`config.mk`:
```
export PLATFORM = sky130hd
export DESIGN_NAME = mem_bank_decoder
export DESIGN_NICKNAME = d
export VERILOG_FILES = /design/src/rtl/mbd_pkg.sv /design/src/rtl/mbd_region_decode.sv /design/src/rtl/mbd_overlay_reg.sv /design/src/rtl/mbd_select_gen.sv /design/src/rtl/mem_bank_decoder.sv
export SDC_FILE = /design/constraint.sdc
export NUM_CORES = 1
export LEC_CHECK = 0
export BUFFER_PORTS_ARGS = -buffer_cell sky130_fd_sc_hd__buf_2
export CORE_AREA = 10 10 47 49
export DETAILED_ROUTE_END_ITERATION = 8
export DIE_AREA = 0 0 57 59
export GPL_ROUTABILITY_DRIVEN = 0
export GPL_TIMING_DRIVEN = 1
export PLACE_DENSITY = 0.73
export SETUP_SLACK_MARGIN = 0.3
export SYNTH_ARGS = -nofsm -noshare
export SYNTH_HDL_FRONTEND = slang
export SYNTH_SLANG_ARGS = --single-unit
export TNS_END_PERCENT = 10
```
`constraint.sdc`:
```
create_clock -name clk -period 3.56 [get_ports clk]
set_input_delay 0.89 -clock clk [delete_from_list [all_inputs] [get_ports clk]]
set_output_delay 0.89 -clock clk [all_outputs]
set_load 0.005 [all_outputs]
```
`src/rtl/mbd_pkg.sv`:
```
package mbd_pkg;
  typedef enum logic [1:0] {
    CYC_IDLE  = 2'd0,
    CYC_READ  = 2'd1,
    CYC_WRITE = 2'd2
  } cyc_e;

  // A memory cycle needs the request and exactly one strobe.
  function automatic cyc_e classify(input logic req, input logic rd, input logic wr);
    if (req && rd && !wr)      return CYC_READ;
    else if (req && wr && !rd) return CYC_WRITE;
    else                       return CYC_IDLE;
  endfunction
endpackage

```
`src/rtl/mbd_region_decode.sv`:
```
module mbd_region_decode #(
  parameter int IDX_W      = 3,
  parameter int ROM_SLICES = 4,
  parameter int HIGH       = 4
) (
  input  logic [IDX_W-1:0] slice,
  output logic             in_fixed_rom,
  output logic             in_overlay,
  output logic [HIGH-1:0]  in_high
);
  // The last slice of the program-store window is the overlay window.
  assign in_fixed_rom = (int'(slice) < ROM_SLICES - 1);
  assign in_overlay   = (int'(slice) == ROM_SLICES - 1);

  for (genvar g = 0; g < HIGH; g++) begin : g_high
    assign in_high[g] = (int'(slice) == ROM_SLICES + g);
  end
endmodule

```
`src/rtl/mbd_overlay_reg.sv`:
```
module mbd_overlay_reg #(
  parameter int          IO_AW  = 8,
  parameter int          IO_DW  = 8,
  parameter logic [7:0]  PORT   = 8'h40
) (
  input  logic             clk,
  input  logic             rst_n,
  input  logic [IO_AW-1:0] io_addr,
  input  logic             io_wr,
  input  logic             io_rd,
  input  logic [IO_DW-1:0] io_wdata,
  output logic [IO_DW-1:0] io_rdata,
  output logic             bank_sel
);
  logic hit_wr, hit_rd;
  assign hit_wr = io_wr && (io_addr == IO_AW'(PORT));
  assign hit_rd = io_rd && (io_addr == IO_AW'(PORT));

  always_ff @(posedge clk or negedge rst_n) begin
    if (!rst_n)      bank_sel <= 1'b0;
    else if (hit_wr) bank_sel <= io_wdata[0];
  end

  assign io_rdata = hit_rd ? {{(IO_DW-1){1'b0}}, bank_sel} : '0;

  logic unused_wdata_bits;
  assign unused_wdata_bits = ^io_wdata[IO_DW-1:1];

  p_bank_load_r8: assert property (@(posedge clk) disable iff (!rst_n)
    (io_wr && io_addr == IO_AW'(PORT)) |=> (bank_sel == $past(io_wdata[0])));
  p_bank_hold_r8: assert property (@(posedge clk) disable iff (!rst_n)
    !(io_wr && io_addr == IO_AW'(PORT)) |=> $stable(bank_sel));
  p_rdata_idle_r9: assert property (@(posedge clk) disable iff (!rst_n)
    !io_rd |-> (io_rdata == '0));
endmodule

```
`src/rtl/mbd_select_gen.sv`:
```
module mbd_select_gen
  import mbd_pkg::*;
#(
  parameter int HIGH = 4,
  parameter int NRAM = HIGH + 1
) (
  input  logic            clk,
  input  logic            rst_n,
  input  logic            mem_req,
  input  logic            rd,
  input  logic            wr,
  input  logic            bank_sel,
  input  logic            in_fixed_rom,
  input  logic            in_overlay,
  input  logic [HIGH-1:0] in_high,
  output logic            rom_cs,
  output logic            rom_oe,
  output logic [NRAM-1:0] ram_cs,
  output logic            ram_oe,
  output logic            ram_we
);
  cyc_e cyc;
  logic is_rd, is_wr, active, ram_any;

  assign cyc    = classify(mem_req, rd, wr);
  assign is_rd  = (cyc == CYC_READ);
  assign is_wr  = (cyc == CYC_WRITE);
  assign active = is_rd || is_wr;

  // The program store only answers reads; writes to it go nowhere.
  assign rom_cs = is_rd && (in_fixed_rom || (in_overlay && !bank_sel));
  assign rom_oe = rom_cs;

  assign ram_cs[0] = active && in_overlay && bank_sel;
  for (genvar g = 0; g < HIGH; g++) begin : g_ram
    assign ram_cs[g+1] = active && in_high[g];
  end

  assign ram_any = |ram_cs;
  assign ram_oe  = is_rd && ram_any;
  assign ram_we  = is_wr && ram_any;

  p_one_select_r6: assert property (@(posedge clk) disable iff (!rst_n)
    $onehot0({rom_cs, ram_cs}));
  p_idle_no_select_r6: assert property (@(posedge clk) disable iff (!rst_n)
    (!mem_req || (rd == wr)) |-> !(rom_cs || ram_any));
  p_rom_no_write_r5: assert property (@(posedge clk) disable iff (!rst_n)
    wr |-> !rom_cs);
  p_oe_we_excl_r7: assert property (@(posedge clk) disable iff (!rst_n)
    !(ram_oe && ram_we));
  p_rom_oe_qual_r7: assert property (@(posedge clk) disable iff (!rst_n)
    rom_oe |-> (rd && !wr && mem_req));
endmodule

```
`src/rtl/mem_bank_decoder.sv`:
```
module mem_bank_decoder #(
  parameter int         ADDR_W     = 20,
  parameter int         SLICE_W    = 17,
  parameter int         ROM_SLICES = 4,
  parameter int         IO_AW      = 8,
  parameter int         IO_DW      = 8,
  parameter logic [7:0] BANK_PORT  = 8'h40,
  parameter int         IDX_W      = ADDR_W - SLICE_W,
  parameter int         HIGH       = (1 << IDX_W) - ROM_SLICES,
  parameter int         NRAM       = HIGH + 1
) (
  input  logic              clk,
  input  logic              rst_n,
  input  logic [ADDR_W-1:0] addr,
  input  logic              mem_req,
  input  logic              rd,
  input  logic              wr,
  input  logic [IO_AW-1:0]  io_addr,
  input  logic              io_wr,
  input  logic              io_rd,
  input  logic [IO_DW-1:0]  io_wdata,
  output logic [IO_DW-1:0]  io_rdata,
  output logic              rom_cs_n,
  output logic              rom_oe_n,
  output logic [NRAM-1:0]   ram_cs_n,
  output logic              ram_oe_n,
  output logic              ram_we_n
);
  logic            bank_sel, in_fixed_rom, in_overlay;
  logic [HIGH-1:0] in_high;
  logic            rom_cs, rom_oe, ram_oe, ram_we;
  logic [NRAM-1:0] ram_cs;

  logic unused_addr_bits;
  assign unused_addr_bits = ^addr[SLICE_W-1:0];

  mbd_region_decode #(.IDX_W(IDX_W), .ROM_SLICES(ROM_SLICES), .HIGH(HIGH)) u_region (
    .slice(addr[ADDR_W-1:SLICE_W]), .in_fixed_rom(in_fixed_rom),
    .in_overlay(in_overlay), .in_high(in_high)
  );

  mbd_overlay_reg #(.IO_AW(IO_AW), .IO_DW(IO_DW), .PORT(BANK_PORT)) u_bank (
    .clk(clk), .rst_n(rst_n), .io_addr(io_addr), .io_wr(io_wr), .io_rd(io_rd),
    .io_wdata(io_wdata), .io_rdata(io_rdata), .bank_sel(bank_sel)
  );

  mbd_select_gen #(.HIGH(HIGH), .NRAM(NRAM)) u_sel (
    .clk(clk), .rst_n(rst_n), .mem_req(mem_req), .rd(rd), .wr(wr),
    .bank_sel(bank_sel), .in_fixed_rom(in_fixed_rom), .in_overlay(in_overlay),
    .in_high(in_high), .rom_cs(rom_cs), .rom_oe(rom_oe), .ram_cs(ram_cs),
    .ram_oe(ram_oe), .ram_we(ram_we)
  );

  assign rom_cs_n = ~rom_cs;
  assign rom_oe_n = ~rom_oe;
  assign ram_cs_n = ~ram_cs;
  assign ram_oe_n = ~ram_oe;
  assign ram_we_n = ~ram_we;

  p_overlay_ram_r3: assert property (@(posedge clk) disable iff (!rst_n)
    !ram_cs_n[0] |-> (addr[ADDR_W-1:SLICE_W] == IDX_W'(ROM_SLICES - 1)));
  p_system_ram_r4: assert property (@(posedge clk) disable iff (!rst_n)
    !ram_cs_n[NRAM-1] |-> (&addr[ADDR_W-1:SLICE_W]));
endmodule

```
==> results of run 1 <==
layout make-up:
class                   count  area (µm²)  share of cell area (%)
repair buffers             28         140                    40.6
well taps                  16        20.0                    5.80
flip-flops and latches      1        25.0                    7.25
multi-input cells          28         160                    46.4
worst min path at each step:
stage | endpoint | slack, ns | depth (start not counted)
2_1_floorplan | u_bank.bank_sel | 0.49 | 1
3_3_place_gp | u_bank.bank_sel | 0.53 | 1
3_5_place_dp | u_bank.bank_sel | 0.55 | 1
4_1_cts | u_bank.bank_sel | 0.55 | 1
5_1_grt | u_bank.bank_sel | 0.58 | 1
6_report | u_bank.bank_sel | 0.54 | 1
synth_stat cells (2+ instances only):
master | count | share of area (%)
buf_4 | 8 | 27
nand2_1 | 3 | 5.1
nand2b_1 | 2 | 5.6
nand3_1 | 4 | 9.0
nor2_1 | 2 | 3.4
or3b_1 | 2 | 7.9
metal layers:
layer | GRT usage (%) | part of all wire (%) | vias up
met5 | 0 | 0 | -
met4 | 0 | 0 | 0
met3 | 3.00 | 18 | 0
met2 | 9.77 | 49 | 21
met1 | 3.83 | 32 | 131
li1 | - | - | 145
power by group:
group	switching (W)	leakage, nW	internal (W)
logic	0.0000105	0.158	0.0000117
registers	0.000000421	0.0138	0.0000121
clock network	0	0	0
logic make-up after synthesis:
| family | Yosys count | synth area share (%) |
|---|---|---|
| flops | 1 | 11.2 |
| mux | 1 | 5.06 |
| xor+xnor | 1 | 3.93 |
| simple gates | 19 | 51.1 |
| buf+inv | 8 | 27.0 |
| other cells | 1 | 1.68 |
per-stage QoR:
step	cells	setup WS [ns]
5_1_grt	73	0.751
4_1_cts	73	0.825
3_5_place_dp	73	0.832
2_1_floorplan	37	1.11
3_3_place_gp	73	0.841
6_report	73	0.837
==> results.ini, run 1 <==
[synthesis]
yosysUniqueCellTypes=16
synth_edf_count=0
avgSynthCellArea_um2=7.18
syn_area_um2=223
ys_warn_count=0
ys_seq_area_share_pct=11.2
ys_ff_latch=1
synth_cells=31
synth_flop_cell=dfrtp_1
ys_async_sr_fraction_pct=100

[routing]
vias=297
drt_iter0_markers=1
dr.pass1.iters=2
final_antenna_net_count=0
wl_um=857
avgViaCountPerCell=4.07
wl_per_cell_um=11.7
drc=0

[cts]
cts_setup_buffers=0
hold_buffers=0
cts.clk_slew.worst_paths_ns=0
worstSkewPairLatency_ns=0
ctsResizeCount=0

[sta]
finalClockSkew_ns=0
finalCritPeriodShare_pct=76.5
min_period_ns=2.72
holdWs_ns=0.535
final-hold-violation-count=0
fin_setup_tns_ns=0
fmax_mhz=367
drv_slew=0
setup_violations=0
rsz0062_at_grt=false

[floorplan]
die-width_um=57
start_util_pct=15.9
die-height_um=59
die_area_mm2=0.00336
ios=60
num_rows=14
core_mm2=0.00140

[worst_setup_path]
slowest_stage=or3b_1
cp.arrival_ns=1.83
crit_family=simple AND/OR/NAND/NOR gates
ff2ff_setup_slack_ns=2.80
critPathMaxStageDelay_ns=0.38
cp_num_cells=5
worstPathRequired_ns=2.67
cp-end-kind=output pin
crit_path_end=ram_cs_n[3]
crit_path_max_fanout=4
cp_common_cell=buf_2
startpoint_type=input port
r2r_start=u_bank.bank_sel
r2r_cells=1
crit_buf_inv=2
setup.worst_path.start=wr
crit_type=input port to output pin
critical_path.cell_chain=buf_2 -> xor2_1 -> nand3_1 -> or3b_1 -> buf_2
reg2reg_to=u_bank.bank_sel

[global_route]
grt_pass1_wl_mm=1.43
grt_antenna_before_repair=0
grt_max_degree=6
grtUsageTotal_pct=4.72
overflow=0
grt_pass1_vias=334

[power_and_ir_drop]
total_power_w=0.0000347
power_leakage_nw=0.172
ir_drop_mv=0.0504
powerDensity_mw_per_mm2=101

[cells_and_area]
finalInstanceArea_um2=345
largest_register_ffs=1
area_growth_pct=55.1
final_cell_mix=28 x buf_2, 7 x conb_1, 4 x nand3_1
regMostFlops=u_bank.bank_sel
fin_util_pct=24.6
n_fill_cell=162
n_antenna_cell=0
nNetsFinal=102
top_regs=u_bank.bank_sel (1)
final_common_cell=buf_2
drive_gt1_share_pct=52.6

[worst_hold_path]
hp-start=u_bank.bank_sel
min_path_type=register to register

[flow_run]
drv_cap=0

[placement]
postPlaceCellArea_um2=345
dp_hpwl_um=828
portBuffers=28

[outcome]
status=finished clean

Note: power is estimated with default switching activity, not from simulation.
==> run 2, diff against run 1 <==
--- a/config.mk
+++ b/config.mk
@@ -6,12 +6,12 @@
 export NUM_CORES = 1
 export LEC_CHECK = 0
 export BUFFER_PORTS_ARGS = -buffer_cell sky130_fd_sc_hd__buf_2
-export CORE_AREA = 10 10 47 49
+export CORE_MARGIN = 10
+export CORE_UTILIZATION = 17
 export DETAILED_ROUTE_END_ITERATION = 8
-export DIE_AREA = 0 0 57 59
 export GPL_ROUTABILITY_DRIVEN = 0
 export GPL_TIMING_DRIVEN = 1
-export PLACE_DENSITY = 0.73
+export PLACE_DENSITY = 0.77
 export SETUP_SLACK_MARGIN = 0.3
 export SYNTH_ARGS = -nofsm -noshare
 export SYNTH_HDL_FRONTEND = slang
==> constraint.sdc (replaced) <==
create_clock -name clk -period 2.3 [get_ports clk]
set_input_delay 0.575 -clock clk [delete_from_list [all_inputs] [get_ports clk]]
set_output_delay 0.575 -clock clk [all_outputs]
set_load 0.005 [all_outputs]
==> run 2 against run 1 <==
  * First-iteration DRC count rose to 5.0 times the previous value
  * Clock skew unchanged
  * Core utilization increased by 7.8 points
  * Worst setup slack worse by 0.55 ns
  * Final cell count is 2.7% lower
  * Die area down 6.1%
  * Wire length grew 4.7%
  * Combinational power is 83% higher
  * Sequential power up 54%
  * Flip-flop and latch count unchanged
  * Global-route usage rose by 0.55 points
  * Critical path depth unchanged
  * Critical path type unchanged
==> results.ini, run 2 (synthesized netlist as in run 1, its figures left out) <==
[cts]
worstSkewPairLatency_ns=0  ; about the same
cts.clk_slew.worst_paths_ns=0  ; about the same
hold_buffers=0  ; unchanged

[worst_setup_path]
critical_path.cell_chain=buf_6 -> xor2_2 -> nand3_2 -> or3b_1 -> buf_2  ; was buf_2 -> xor2_1 -> nand3_1 -> or3b_1 -> buf_2
crit_type=input port to output pin  ; unchanged
critPathMaxStageDelay_ns=0.37  ; was 0.38 ns
startpoint_type=input port  ; unchanged
r2r_cells=1  ; unchanged
cp.arrival_ns=1.44  ; was 1.83 ns
cp-end-kind=output pin  ; unchanged
crit_path_max_fanout=4  ; unchanged
slowest_stage=or3b_1  ; unchanged
worstPathRequired_ns=1.73  ; was 2.67 ns

[cells_and_area]
fin_util_pct=32.5  ; was 24.6%
nNetsFinal=102  ; unchanged
final_common_cell=buf_2  ; unchanged
final_cell_mix=26 x buf_2, 7 x conb_1, 3 x nand3_1, 3 x nand2_1  ; was 28 x buf_2, 7 x conb_1, 4 x nand3_1
largest_register_ffs=1  ; unchanged
top_regs=u_bank.bank_sel (1)  ; unchanged
n_antenna_cell=0  ; unchanged
area_growth_pct=70.8  ; was 55.1%
drive_gt1_share_pct=59.6  ; was 52.6%
n_fill_cell=128  ; was 162
regMostFlops=u_bank.bank_sel  ; unchanged

[power_and_ir_drop]
power_frac_seq_pct=32.2  ; was 36.1%
total_power_w=0.0000601  ; was 0.0000347 W
p_int_w=0.0000404  ; was 0.0000238 W
ir_drop_mv=0.0816  ; was 0.0504 mV
p_switching_w=0.0000197  ; was 0.0000109 W
p_sw_share_pct=32.8  ; was 31.4%
power_leakage_nw=0.180  ; was 0.172 nW
clkPwrFrac_pct=0  ; about the same
powerDensity_mw_per_mm2=158  ; was 101 mW/mm²
comb_power_share_pct=67.8  ; was 63.9%

[global_route]
grt_max_degree=6  ; unchanged
grt_antenna_before_repair=0  ; unchanged
use_met2_pct=10.2  ; was 9.77%
grt_use_met1_pct=4.64  ; was 3.83%
grt.busiest_layer=met2  ; unchanged
grt_pass1_wl_mm=1.46  ; was 1.43 mm
overflow=0  ; unchanged
grtUsageTotal_pct=5.27  ; was 4.72%
grt_pass1_vias=307  ; was 334
grt_use_met3_pct=3.42  ; was 3.00%

[sta]
holdWs_ns=0.350  ; was 0.535 ns
setup_violations=0  ; unchanged
fmax_mhz=496
min_period_ns=2.02
drv_slew=0  ; unchanged
finalCritPeriodShare_pct=87.7
finalClockSkew_ns=0  ; unchanged
rsz0062_at_grt=true  ; was false
fin_setup_tns_ns=0  ; unchanged
timing.final.ws_setup_ns=0.284  ; was 0.837 ns
final-hold-violation-count=0  ; unchanged

[routing]
final_antenna_net_count=0  ; unchanged
wl_per_cell_um=12.6  ; was 11.7 µm
vias=294  ; was 297
wl_um=897  ; was 857 µm
avgViaCountPerCell=4.14  ; was 4.07
drt_iter0_markers=5  ; was 1
drc=0  ; unchanged
dr.pass1.iters=4  ; was 2

[floorplan]
ios=60  ; unchanged
die-height_um=56.2  ; was 59 µm
die-width_um=56.2  ; was 57 µm
start_util_pct=19.0  ; was 15.9%
core_mm2=0.00117  ; was 0.00140 mm²
num_rows=12  ; was 14
die_area_mm2=0.00316  ; was 0.00336 mm²

[placement]
dp_hpwl_um=799  ; was 828 µm
pre_cts_slack_ns=0.213  ; was 0.832 ns
portBuffers=28  ; unchanged

[worst_hold_path]
min_path_type=input port to async pin  ; was register to register

[flow_run]
drv_cap=0  ; unchanged

[outcome]
status=finished clean  ; unchanged

run 2: power by group through the flow:
stage,Clock [W],Sequential (W),Combinational (W)
final,0,0.0000193,0.0000407
after floorplan,0,0.0000191,0.0000213
after detailed placement,0,0.0000194,0.0000340
after CTS,0,0.0000194,0.0000391
after global placement,0,0.0000194,0.0000330
after global routing,0,0.0000196,0.0000460
run 2: what timing repair did:
item	4_1_cts	5_1_grt
setup endpoints to repair	5	4
gates resized for setup	5	1
setup buffers	0	0
pin swaps	4	0
endpoints found under the hold margin	0	0
run 2: worst max-delay path, delay by kind of cell:
| kind | cells | cell delay, ns |
|---|---|---|
| XOR/XNOR | 1 | 0.17 |
| buffers and inverters | 2 | 0.23 |
| AND/OR/NAND/NOR | 2 | 0.46 |
run 2: final cells by class:
class                           count  area [µm²]  area share (%)
Multi-Input combinational cell     28         185            48.7
Sequential cell                     1        25.0            6.58
Tap cell                           14        17.5            4.61
Timing Repair Buffer               28         153            40.1
run 2: worst paths after layout:
check | from | end | slack [ns]
setup / recovery | rd | ram_cs_n[2] | 0.28
hold / removal | rst_n | u_bank.bank_sel | 0.35
setup reg to reg | u_bank.bank_sel | u_bank.bank_sel | 1.55
hold reg to reg | u_bank.bank_sel | u_bank.bank_sel | 0.53
max in group asynchronous | rst_n | u_bank.bank_sel | 1.87
min in group clk | u_bank.bank_sel | u_bank.bank_sel | 0.53
run 2: per-layer routing:
layer	up-vias	wire [µm]
met5	-	0
met4	0	0
met3	0	154
met2	19	477
met1	130	265
li1	145	-
run 2: through the flow:
step | instance area, µm² | std cells
global route | 380 | 71
finish | 380 | 71
floorplan | 245 | 37
CTS | 374 | 71
global placement | 343 | 71
detailed placement | 343 | 71
